### config.mk
export PLATFORM = sky130hd
export DESIGN_NAME = fetch_target_buf
export DESIGN_NICKNAME = d
export VERILOG_FILES = /design/src/rtl/ftb_pkg.sv /design/src/rtl/ftb_pc_split.sv /design/src/rtl/ftb_table.sv /design/src/rtl/ftb_upd_ctrl.sv /design/src/rtl/ftb_lookup.sv /design/src/rtl/fetch_target_buf.sv
export SDC_FILE = /design/constraint.sdc
export NUM_CORES = 2
export LEC_CHECK = 0
export ABC_AREA = 1
export CAP_MARGIN = 10
export CORE_ASPECT_RATIO = 0.9
export CORE_MARGIN = 3
export CORE_UTILIZATION = 40
export CTS_CLUSTER_DIAMETER = 150
export DETAILED_ROUTE_END_ITERATION = 7
export SLEW_MARGIN = 20
export SYNTH_ARGS = -nofsm -noshare
export SYNTH_HDL_FRONTEND = slang
export SYNTH_SLANG_ARGS = --single-unit
### constraint.sdc
create_clock -name clk_i -period 3.5 [get_ports clk_i]
set_input_delay 0.35 -clock clk_i [delete_from_list [all_inputs] [get_ports clk_i]]
set_output_delay 0.35 -clock clk_i [all_outputs]
set_load 0.1 [all_outputs]
### src/rtl/ftb_pkg.sv
package ftb_pkg;

  typedef enum logic [1:0] {
    CTR_SNT = 2'd0,
    CTR_WNT = 2'd1,
    CTR_WT  = 2'd2,
    CTR_ST  = 2'd3
  } dir_ctr_e;

  localparam dir_ctr_e CTR_ALLOC = CTR_WT;

  function automatic dir_ctr_e ctr_step(dir_ctr_e cur, logic taken);
    dir_ctr_e nxt;
    if (taken) nxt = (cur == CTR_ST)  ? CTR_ST  : dir_ctr_e'(cur + 2'd1);
    else       nxt = (cur == CTR_SNT) ? CTR_SNT : dir_ctr_e'(cur - 2'd1);
    return nxt;
  endfunction

  function automatic logic ctr_says_taken(dir_ctr_e cur);
    return cur[1];
  endfunction

endpackage

### src/rtl/ftb_pc_split.sv
module ftb_pc_split #(
  parameter int PC_W    = 32,
  parameter int ALIGN_W = 2,
  parameter int IDX_W   = 4,
  localparam int TAG_W  = PC_W - ALIGN_W - IDX_W
) (
  input  logic [PC_W-1:ALIGN_W] word_addr_i,
  output logic [IDX_W-1:0]      idx_o,
  output logic [TAG_W-1:0]      tag_o
);
  assign idx_o = word_addr_i[ALIGN_W+IDX_W-1:ALIGN_W];
  assign tag_o = word_addr_i[PC_W-1:ALIGN_W+IDX_W];
endmodule

### src/rtl/ftb_table.sv
module ftb_table
  import ftb_pkg::*;
#(
  parameter int PC_W   = 32,
  parameter int IDX_W  = 4,
  parameter int TAG_W  = 26,
  localparam int DEPTH = 1 << IDX_W
) (
  input  logic             clk_i,
  input  logic             rst_ni,
  // fetch read port
  input  logic [IDX_W-1:0] f_idx_i,
  output logic             f_vld_o,
  output logic [TAG_W-1:0] f_tag_o,
  output logic [PC_W-1:0]  f_tgt_o,
  output dir_ctr_e         f_ctr_o,
  // update read port
  input  logic [IDX_W-1:0] u_idx_i,
  output logic             u_vld_o,
  output logic [TAG_W-1:0] u_tag_o,
  output logic [PC_W-1:0]  u_tgt_o,
  output dir_ctr_e         u_ctr_o,
  // write port
  input  logic             wr_alloc_i,
  input  logic             wr_ctr_en_i,
  input  logic             wr_tgt_en_i,
  input  logic [TAG_W-1:0] wr_tag_i,
  input  logic [PC_W-1:0]  wr_tgt_i,
  input  dir_ctr_e         wr_ctr_i
);

  logic [DEPTH-1:0]            vld_all;
  logic [DEPTH-1:0][TAG_W-1:0] tag_all;
  logic [DEPTH-1:0][PC_W-1:0]  tgt_all;
  logic [DEPTH-1:0][1:0]       ctr_all;

  for (genvar e = 0; e < DEPTH; e++) begin : g_ent
    logic             sel;
    logic             vld_q;
    logic [TAG_W-1:0] tag_q;
    logic [PC_W-1:0]  tgt_q;
    dir_ctr_e         ctr_q;

    assign sel = (u_idx_i == IDX_W'(e));

    always_ff @(posedge clk_i or negedge rst_ni) begin
      if (!rst_ni) begin
        vld_q <= 1'b0;
        tag_q <= '0;
        tgt_q <= '0;
        ctr_q <= CTR_SNT;
      end else if (sel) begin
        if (wr_alloc_i) begin
          vld_q <= 1'b1;
          tag_q <= wr_tag_i;
          tgt_q <= wr_tgt_i;
          ctr_q <= wr_ctr_i;
        end else begin
          if (wr_ctr_en_i) ctr_q <= wr_ctr_i;
          if (wr_tgt_en_i) tgt_q <= wr_tgt_i;
        end
      end
    end

    assign vld_all[e] = vld_q;
    assign tag_all[e] = tag_q;
    assign tgt_all[e] = tgt_q;
    assign ctr_all[e] = ctr_q;
  end

  assign f_vld_o = vld_all[f_idx_i];
  assign f_tag_o = tag_all[f_idx_i];
  assign f_tgt_o = tgt_all[f_idx_i];
  assign f_ctr_o = dir_ctr_e'(ctr_all[f_idx_i]);

  assign u_vld_o = vld_all[u_idx_i];
  assign u_tag_o = tag_all[u_idx_i];
  assign u_tgt_o = tgt_all[u_idx_i];
  assign u_ctr_o = dir_ctr_e'(ctr_all[u_idx_i]);

endmodule

### src/rtl/ftb_upd_ctrl.sv
module ftb_upd_ctrl
  import ftb_pkg::*;
#(
  parameter int PC_W  = 32,
  parameter int TAG_W = 26
) (
  input  logic             upd_valid_i,
  input  logic             upd_taken_i,
  input  logic [PC_W-1:0]  upd_target_i,
  input  logic [TAG_W-1:0] upd_tag_i,
  input  logic             ent_vld_i,
  input  logic [TAG_W-1:0] ent_tag_i,
  input  logic [PC_W-1:0]  ent_tgt_i,
  input  dir_ctr_e         ent_ctr_i,
  output logic             wr_alloc_o,
  output logic             wr_ctr_en_o,
  output logic             wr_tgt_en_o,
  output dir_ctr_e         wr_ctr_o
);
  logic ent_hit;

  assign ent_hit     = ent_vld_i && (ent_tag_i == upd_tag_i);
  assign wr_alloc_o  = upd_valid_i && upd_taken_i && !ent_hit;
  assign wr_ctr_en_o = upd_valid_i && ent_hit;
  // not-taken outcomes never touch the destination
  assign wr_tgt_en_o = upd_valid_i && ent_hit && upd_taken_i && (ent_tgt_i != upd_target_i);
  assign wr_ctr_o    = wr_alloc_o ? CTR_ALLOC : ctr_step(ent_ctr_i, upd_taken_i);
endmodule

### src/rtl/ftb_lookup.sv
module ftb_lookup
  import ftb_pkg::*;
#(
  parameter int PC_W        = 32,
  parameter int TAG_W       = 26,
  parameter int INSTR_BYTES = 4
) (
  input  logic [PC_W-1:0]  pc_i,
  input  logic [TAG_W-1:0] req_tag_i,
  input  logic             ent_vld_i,
  input  logic [TAG_W-1:0] ent_tag_i,
  input  logic [PC_W-1:0]  ent_tgt_i,
  input  dir_ctr_e         ent_ctr_i,
  output logic             hit_o,
  output logic             taken_o,
  output logic [PC_W-1:0]  next_pc_o
);
  assign hit_o     = ent_vld_i && (ent_tag_i == req_tag_i);
  assign taken_o   = hit_o && ctr_says_taken(ent_ctr_i);
  assign next_pc_o = taken_o ? ent_tgt_i : pc_i + PC_W'(INSTR_BYTES);
endmodule

### src/rtl/fetch_target_buf.sv
module fetch_target_buf
  import ftb_pkg::*;
#(
  parameter int PC_W        = 32,
  parameter int INSTR_BYTES = 4,
  parameter int IDX_W       = 4,
  localparam int ALIGN_W    = $clog2(INSTR_BYTES),
  localparam int TAG_W      = PC_W - ALIGN_W - IDX_W
) (
  input  logic                  clk_i,
  input  logic                  rst_ni,
  input  logic [PC_W-1:0]       fetch_pc_i,
  output logic                  hit_o,
  output logic                  taken_o,
  output logic [PC_W-1:0]       next_pc_o,
  input  logic                  upd_valid_i,
  input  logic [PC_W-1:ALIGN_W] upd_pc_i,
  input  logic                  upd_taken_i,
  input  logic [PC_W-1:0]       upd_target_i
);

  logic [IDX_W-1:0] f_idx, u_idx;
  logic [TAG_W-1:0] f_tag, u_tag;
  logic             f_vld, u_vld;
  logic [TAG_W-1:0] f_ent_tag, u_ent_tag;
  logic [PC_W-1:0]  f_ent_tgt, u_ent_tgt;
  dir_ctr_e         f_ent_ctr, u_ent_ctr;
  logic             wr_alloc, wr_ctr_en, wr_tgt_en;
  dir_ctr_e         wr_ctr;

  ftb_pc_split #(.PC_W(PC_W), .ALIGN_W(ALIGN_W), .IDX_W(IDX_W)) u_split_f (
    .word_addr_i (fetch_pc_i[PC_W-1:ALIGN_W]),
    .idx_o       (f_idx),
    .tag_o       (f_tag)
  );

  ftb_pc_split #(.PC_W(PC_W), .ALIGN_W(ALIGN_W), .IDX_W(IDX_W)) u_split_u (
    .word_addr_i (upd_pc_i),
    .idx_o       (u_idx),
    .tag_o       (u_tag)
  );

  ftb_table #(.PC_W(PC_W), .IDX_W(IDX_W), .TAG_W(TAG_W)) u_table (
    .clk_i       (clk_i),
    .rst_ni      (rst_ni),
    .f_idx_i     (f_idx),
    .f_vld_o     (f_vld),
    .f_tag_o     (f_ent_tag),
    .f_tgt_o     (f_ent_tgt),
    .f_ctr_o     (f_ent_ctr),
    .u_idx_i     (u_idx),
    .u_vld_o     (u_vld),
    .u_tag_o     (u_ent_tag),
    .u_tgt_o     (u_ent_tgt),
    .u_ctr_o     (u_ent_ctr),
    .wr_alloc_i  (wr_alloc),
    .wr_ctr_en_i (wr_ctr_en),
    .wr_tgt_en_i (wr_tgt_en),
    .wr_tag_i    (u_tag),
    .wr_tgt_i    (upd_target_i),
    .wr_ctr_i    (wr_ctr)
  );

  ftb_upd_ctrl #(.PC_W(PC_W), .TAG_W(TAG_W)) u_upd (
    .upd_valid_i  (upd_valid_i),
    .upd_taken_i  (upd_taken_i),
    .upd_target_i (upd_target_i),
    .upd_tag_i    (u_tag),
    .ent_vld_i    (u_vld),
    .ent_tag_i    (u_ent_tag),
    .ent_tgt_i    (u_ent_tgt),
    .ent_ctr_i    (u_ent_ctr),
    .wr_alloc_o   (wr_alloc),
    .wr_ctr_en_o  (wr_ctr_en),
    .wr_tgt_en_o  (wr_tgt_en),
    .wr_ctr_o     (wr_ctr)
  );

  ftb_lookup #(.PC_W(PC_W), .TAG_W(TAG_W), .INSTR_BYTES(INSTR_BYTES)) u_look (
    .pc_i      (fetch_pc_i),
    .req_tag_i (f_tag),
    .ent_vld_i (f_vld),
    .ent_tag_i (f_ent_tag),
    .ent_tgt_i (f_ent_tgt),
    .ent_ctr_i (f_ent_ctr),
    .hit_o     (hit_o),
    .taken_o   (taken_o),
    .next_pc_o (next_pc_o)
  );

endmodule

==> Yosys cells after proc, flatten, opt, wreduce, memory -nomap -nowiden <==
Index checks and enable logic that the tools add are counted.
{ "word_totals": {"in_bits": 98, "register_bits": 976} }
{ "classes": {"n_lt_le_gt_ge": 2, "mux": 25, "reduce_logical": 61, "n_addsub": 3, "n_eq_ne": 19} }
{ "ops": {"columns": ["cell", "count"], "rows": [
  ["$bmux 32 s4", 2],
  ["$bmux 26 s4", 2],
  ["$mux 32", 5],
  ["$reduce_and 2->1", 48],
  ["$eq 26x26->1", 2],
  ["$mux 26", 2],
  ["$add 32x3->32 const B", 1],
  ["$eq 4x4->1 const B", 8],
  ["$ne 32x32->1", 1],
  ["$bmux 2 s4", 2],
  ["$eq 4x3->1 const B", 4],
  ["$mux 2", 8],
  ["$lt 4x5->1 const B", 2],
  ["$bmux 1 s4", 2],
  ["$eq 4x2->1 const B", 2],
  ["$logic_and 1x1->1", 8],
  ["$eq 4x1->1 const B", 1],
  ["$logic_not 4->1", 1],
  ["$reduce_bool 2->1", 2],
  ["$add 2x1->2 const B", 1],
  ["$eq 2x2->1 const B", 1],
  ["$logic_not 2->1", 1],
  ["$mux 1", 2],
  ["$sub 2x1->2 const B", 1],
  ["$logic_not 1->1", 1]
]} }

==> Longest topological paths before layout <==
{ "depth": {"depth_word": 9, "ltp_mapped": 26} }

==> Cells and area by module <==
A second synthesis with hierarchy kept.
{ "hier_totals": {"hier_cells": 9919, "area_unflattened_um2": 61426.4} }
{ "modules_own_cells": {"columns": ["module", "cells_per_inst", "seq_area_each_um2", "n_inst", "area_per_inst_um2"], "rows": [
  ["ftb_table", 9177, 24423.4, 1, 57881.8],
  ["ftb_lookup", 462, 0.0, 1, 2075.7],
  ["ftb_upd_ctrl", 220, 0.0, 1, 1018.5],
  ["ftb_pc_split", 30, 0.0, 2, 225.2]
]} }

==> Worst setup path before layout <==
Ideal clock, no wire load.
{ "synth_timing": {"path_kind": "input port to output port", "start": "input fetch_pc_i[2]", "end": "output next_pc_o[25]", "path_stages": 18, "path_buffers": 5, "required_ps": 3150, "path_slack_ps": -2747, "arrival_ps": 5897, "cell_sequence": "buf_2 > inv_1 > buf_2 > buf_2 > clkbuf_1 > a21oi_1 > o21ai_0 > o211ai_1 > nand3_1 > nand2_1 > nand2_1 > nand4_1 > nor2_1 > nand3_1 > nor2_1 > nand2_1 > buf_2 > o21ai_0"} }
{ "synth_between": {"elab_chain_len": 6, "elab_cells_between_ends": 13, "cone_classes": "1 x add/sub; 1 x eq/ne; 9 x mux; 2 x reduce/logical"} }
{ "synth_rtl": {"columns": ["element", "line", "source"], "rows": [
  ["start: declaration", "fetch_target_buf.sv:12", "input logic [PC_W-1:0] fetch_pc_i,"],
  ["$bmux 26 s4", "ftb_table.sv:72", "assign f_tag_o = tag_all[f_idx_i];"],
  ["$mux 26 (implied by the code)", "ftb_table.sv:72", null],
  ["$eq 26x26->1", "ftb_lookup.sv:18", "assign hit_o = ent_vld_i && (ent_tag_i == req_tag_i);"],
  ["$logic_and 1x1->1 (*)", "ftb_lookup.sv:18", null],
  ["via hit_o", "fetch_target_buf.sv:13", "output logic hit_o,"],
  ["$logic_and 1x1->1 (*)", "ftb_lookup.sv:19", "assign taken_o = hit_o && ctr_says_taken(ent_ctr_i);"],
  ["$mux 32 (*)", "ftb_lookup.sv:20", "assign next_pc_o = taken_o ? ent_tgt_i : pc_i + PC_W'(INSTR_BYTES);"],
  ["end: declaration", "fetch_target_buf.sv:15", "output logic [PC_W-1:0] next_pc_o,"]
]} }
Mark *: on every way through the listed nets, which the timed path passes. The rest lies on a longest branch. The select of a mux whose other input is x is not followed.

==> Worst setup path in the final report <==
{ "layout_timing": {"start": "register u_table.g_ent[8].tag_q[16]", "end": "output next_pc_o[24]"} }
{ "layout_between": {"elab_chain_len": 6} }
{ "layout_rtl": {"columns": ["element", "line", "source"], "rows": [
  ["start: declaration", "ftb_table.sv:40", "logic [TAG_W-1:0] tag_q;"],
  ["start signal: assignment", "ftb_table.sv:55", "tag_q <= wr_tag_i;"],
  ["$bmux 26 s4", "ftb_table.sv:72", null],
  ["$mux 26 (implied by the code)", "ftb_table.sv:72", null],
  ["$eq 26x26->1", "ftb_lookup.sv:18", null],
  ["$logic_and 1x1->1", "ftb_lookup.sv:18", null],
  ["$logic_and 1x1->1", "ftb_lookup.sv:19", null],
  ["$mux 32", "ftb_lookup.sv:20", null]
]} }
No other way between the ends. The select of a mux whose other input is x is not followed.

==> run metrics <==
run status=finished, violations left; violations in the final reports=setup timing; starting density of the core=40.6%; DRT Pass-1 Iters=8; cells traversed along the worst timing path=inv_1 > a21oi_2 > o21ai_0 > o21ai_1 > nand2_1 > nand2_1 > inv_1 > nand2_1 > nand2_1 > nand2_2 > nand2_1 > nor2_1 > nand3_2 > nor2_4 > buf_4 > buf_4 > nand3_1 > nand2_2 > buf_12 > clkinvlp_4 > buf_12; highest-count cells in the layout ignoring fill and taps=3501 x nand2_1, 1064 x o21ai_0, 976 x dfrtp_1; final-report max-slew violation count=0; detailed-route vias per instance=5.72; post-synthesis instance area=57900 sq um; most frequent cell on the critical path=nand2_1; area of the placeable core=143000 sq um; average cell area after synthesis=6.59 sq um; post-synthesis to final-layout area growth=23.0%; relative slew slack=25.1%; Overflow after GRT=0; Place WS=-0.746 ns; FF+latch count, synth=976; maximum clock skew at final layout=0.0395 ns; maximum fanout along the worst path=3; detailed-route via count=63000; power per unit of standard cell area=508 nW/um^2; TritonCTS clock tree=built; slew at the pin closest to its max-slew limit=1.11 ns; leading cell type in the layout, fill and taps excluded=nand2_1; # rows=131; Crit path required time=3.15 ns; element type at the critical path start=flip-flop; worst skew pair latency=0.76 ns; non-filler cells in the finished layout=11000; fraction of final layout cells with drive strength greater than 1=12.5%; count of endpoints failing setup in the final report=33; clock tree sinks=976; Mapped Nets=8889; Worst EP arrival=3.37 ns; maximum clock frequency=269 MHz; unrepaired setup endpoints after global routing=yes; I/O pins=132; number of global-route vias before repair=57500; root buffer cell=clkbuf_16; RD Place Congestion=0.985; placed wire-length estimate=168000 microns; final count of hold timing violations=0; clock buffers created by TritonCTS=113; fin crit share=106%; total die area=149000 sq um; maximum number of pins on one net before global-route repair=126; initial antenna violation count=14; Crit path largest cell delay=0.35 ns; clock transition at the registers of the reported paths=0.06 ns; depth of the CTS H-tree=3; share of synthesized area occupied by flip-flops and latches=42.1%; min Tclk post-route=3.72 ns; kind of end point of the critical path=output pin; synthesized instance count=8790; class of the tightest hold or removal check=in -> async; total negative setup slack=-4.14 ns; detailed router's first-iteration violation count=9302; total track usage=33.4%; Netlist cell types=40; y dimension of the die=367 microns; Port-buffer cells=131; Total Power=36300 uW; Die X-Extent=407 microns; buffer depth of the longest clock path=3; reg-to-reg slack, setup=0.46 ns; Leak=0.0355 uW; worst setup slack after layout=-0.224 ns; slowest CP cell=dfrtp_1; first-pass GRT wire length=380000 microns; Routed WL per cell=23.4 microns; Cell Count Post-Placement=10700; largest vdd supply drop=399 uV; routed wire length=258000 microns; reported max-cap violation count=0; total of warnings raised by yosys=0; nets@finish=9087; DR DRC count=0; post-route antenna net violation count=0; kind of critical path=reg -> out
-- timing repair --
item	in CTS	in global routing
cloned	1	4
resized for setup	151	126
setup buffers	47	14
endpoints found under the setup margin	34	305
pin swaps	84	80
hold buffers	1	0
endpoints found under the hold margin	99	0
-- final timing paths --
| check | from | end | cells past startpoint |
|---|---|---|---|
| max | u_table.g_ent[8].tag_q[16] | next_pc_o[24] | 21 |
| min | rst_ni | u_table.g_ent[5].tag_q[0] | 2 |
| max reg2reg | u_table.g_ent[0].tag_q[15] | u_table.g_ent[11].tgt_q[17] | 21 |
| min reg2reg | u_table.g_ent[1].vld_q | u_table.g_ent[1].vld_q | 2 |
| max in group asynchronous | rst_ni | u_table.g_ent[12].tgt_q[15] | 3 |
| min in group clk_i | upd_target_i[3] | u_table.g_ent[0].tgt_q[3] | 3 |
-- state kept, by name (all words and copies together) (netlist names) --
register / cells
u_table.g_ent.tag_q: 416
u_table.g_ent.tgt_q: 512
u_table.g_ent.vld_q: 16
u_table.g_ent.ctr_q: 32
-- report_power, final --
group | internal [uW] | switching, uW | total, uW | leakage [uW]
clock network | 7070 | 5140 | 12200 | 0.00183
logic | 3200 | 5610 | 8810 | 0.0212
registers | 13600 | 1640 | 15200 | 0.0125
-- kinds of logic after synthesis --
family | count (synthesis) | synth area share (%)
simple gates | 4797 | 32.9
compound gates | 1799 | 16.2
buf+inv | 1192 | 8.32
flops | 976 | 42.1
xor+xnor | 25 | 0.378
fa+ha+maj | 1 | 0.0216
-- stage by stage --
| stage | util, % | cell area, sq um | hold WS [ns] |
|---|---|---|---|
| floorplan | - | 58400 | 0.0544 |
| global placement | 46.4 | 66300 | 0.318 |
| detailed placement | 46.4 | 66300 | 0.326 |
| CTS | 49.6 | 70800 | 0.126 |
| global route | 49.9 | 71300 | 0.139 |
| finish | 49.9 | 71300 | 0.126 |
-- critical path: cells and delay by family, from the launching register on --
family          cells  cell delay, ns
compound gates      3            0.40
buf+inv             7            0.80
flops               1            0.35
simple gates       11            1.07
-- cells in the mapped netlist (all sizes together) --
| cell | number | area [sq um] |
|---|---|---|
| nand2 | 3614 | 13600 |
| o21ai | 1288 | 6450 |
| dfrtp | 976 | 24400 |
| nand3 | 741 | 3710 |
| inv | 487 | 1830 |
| nor2 | 381 | 1440 |
| a21oi | 377 | 1890 |
| clkbuf | 365 | 1370 |
| buf | 336 | 1610 |
| o211ai | 54 | 405 |
| nand4 | 27 | 169 |
| nor3 | 26 | 130 |
| xor2 | 23 | 201 |
| a22oi | 16 | 120 |
| o22ai | 13 | 81.3 |
| a21boi | 11 | 86.3 |
| a32o | 8 | 80.1 |
| o221ai | 8 | 70.1 |
| a311oi | 7 | 61.3 |
| a221oi | 6 | 52.6 |
| a311o | 4 | 40.0 |
| clkinv | 4 | 15.0 |
| nand3b | 3 | 22.5 |
| or2 | 3 | 18.8 |
| a31o | 2 | 17.5 |
| a31oi | 2 | 12.5 |
| o21bai | 2 | 15.0 |
| xnor2 | 2 | 17.5 |
| and3 | 1 | 6.26 |
| ha | 1 | 12.5 |
| nor2b | 1 | 6.26 |
| o21a | 1 | 7.51 |
-- per-layer routing --
layer	vias up	routed length [microns]	GRT usage, %
met4	12	11600	13.4
met1	29900	108000	48.1
met2	3830	103000	46.0
met3	637	34800	10.4
li1	28700	-	-
met5	-	245	0.192
-- cell type report --
| type | count | area, sq um |
|---|---|---|
| Antenna cell | 13 | 32.5 |
| Clock buffer | 172 | 3310 |
| Clock inverter | 30 | 412 |
| Fill cell | 14000 | 71500 |
| Inverter | 491 | 1910 |
| Multi-Input combinational cell | 6623 | 29900 |
| Sequential cell | 976 | 24400 |
| Tap cell | 1928 | 2410 |
| Timing Repair Buffer | 783 | 8930 |
Power figures use the tool's default switching activity.
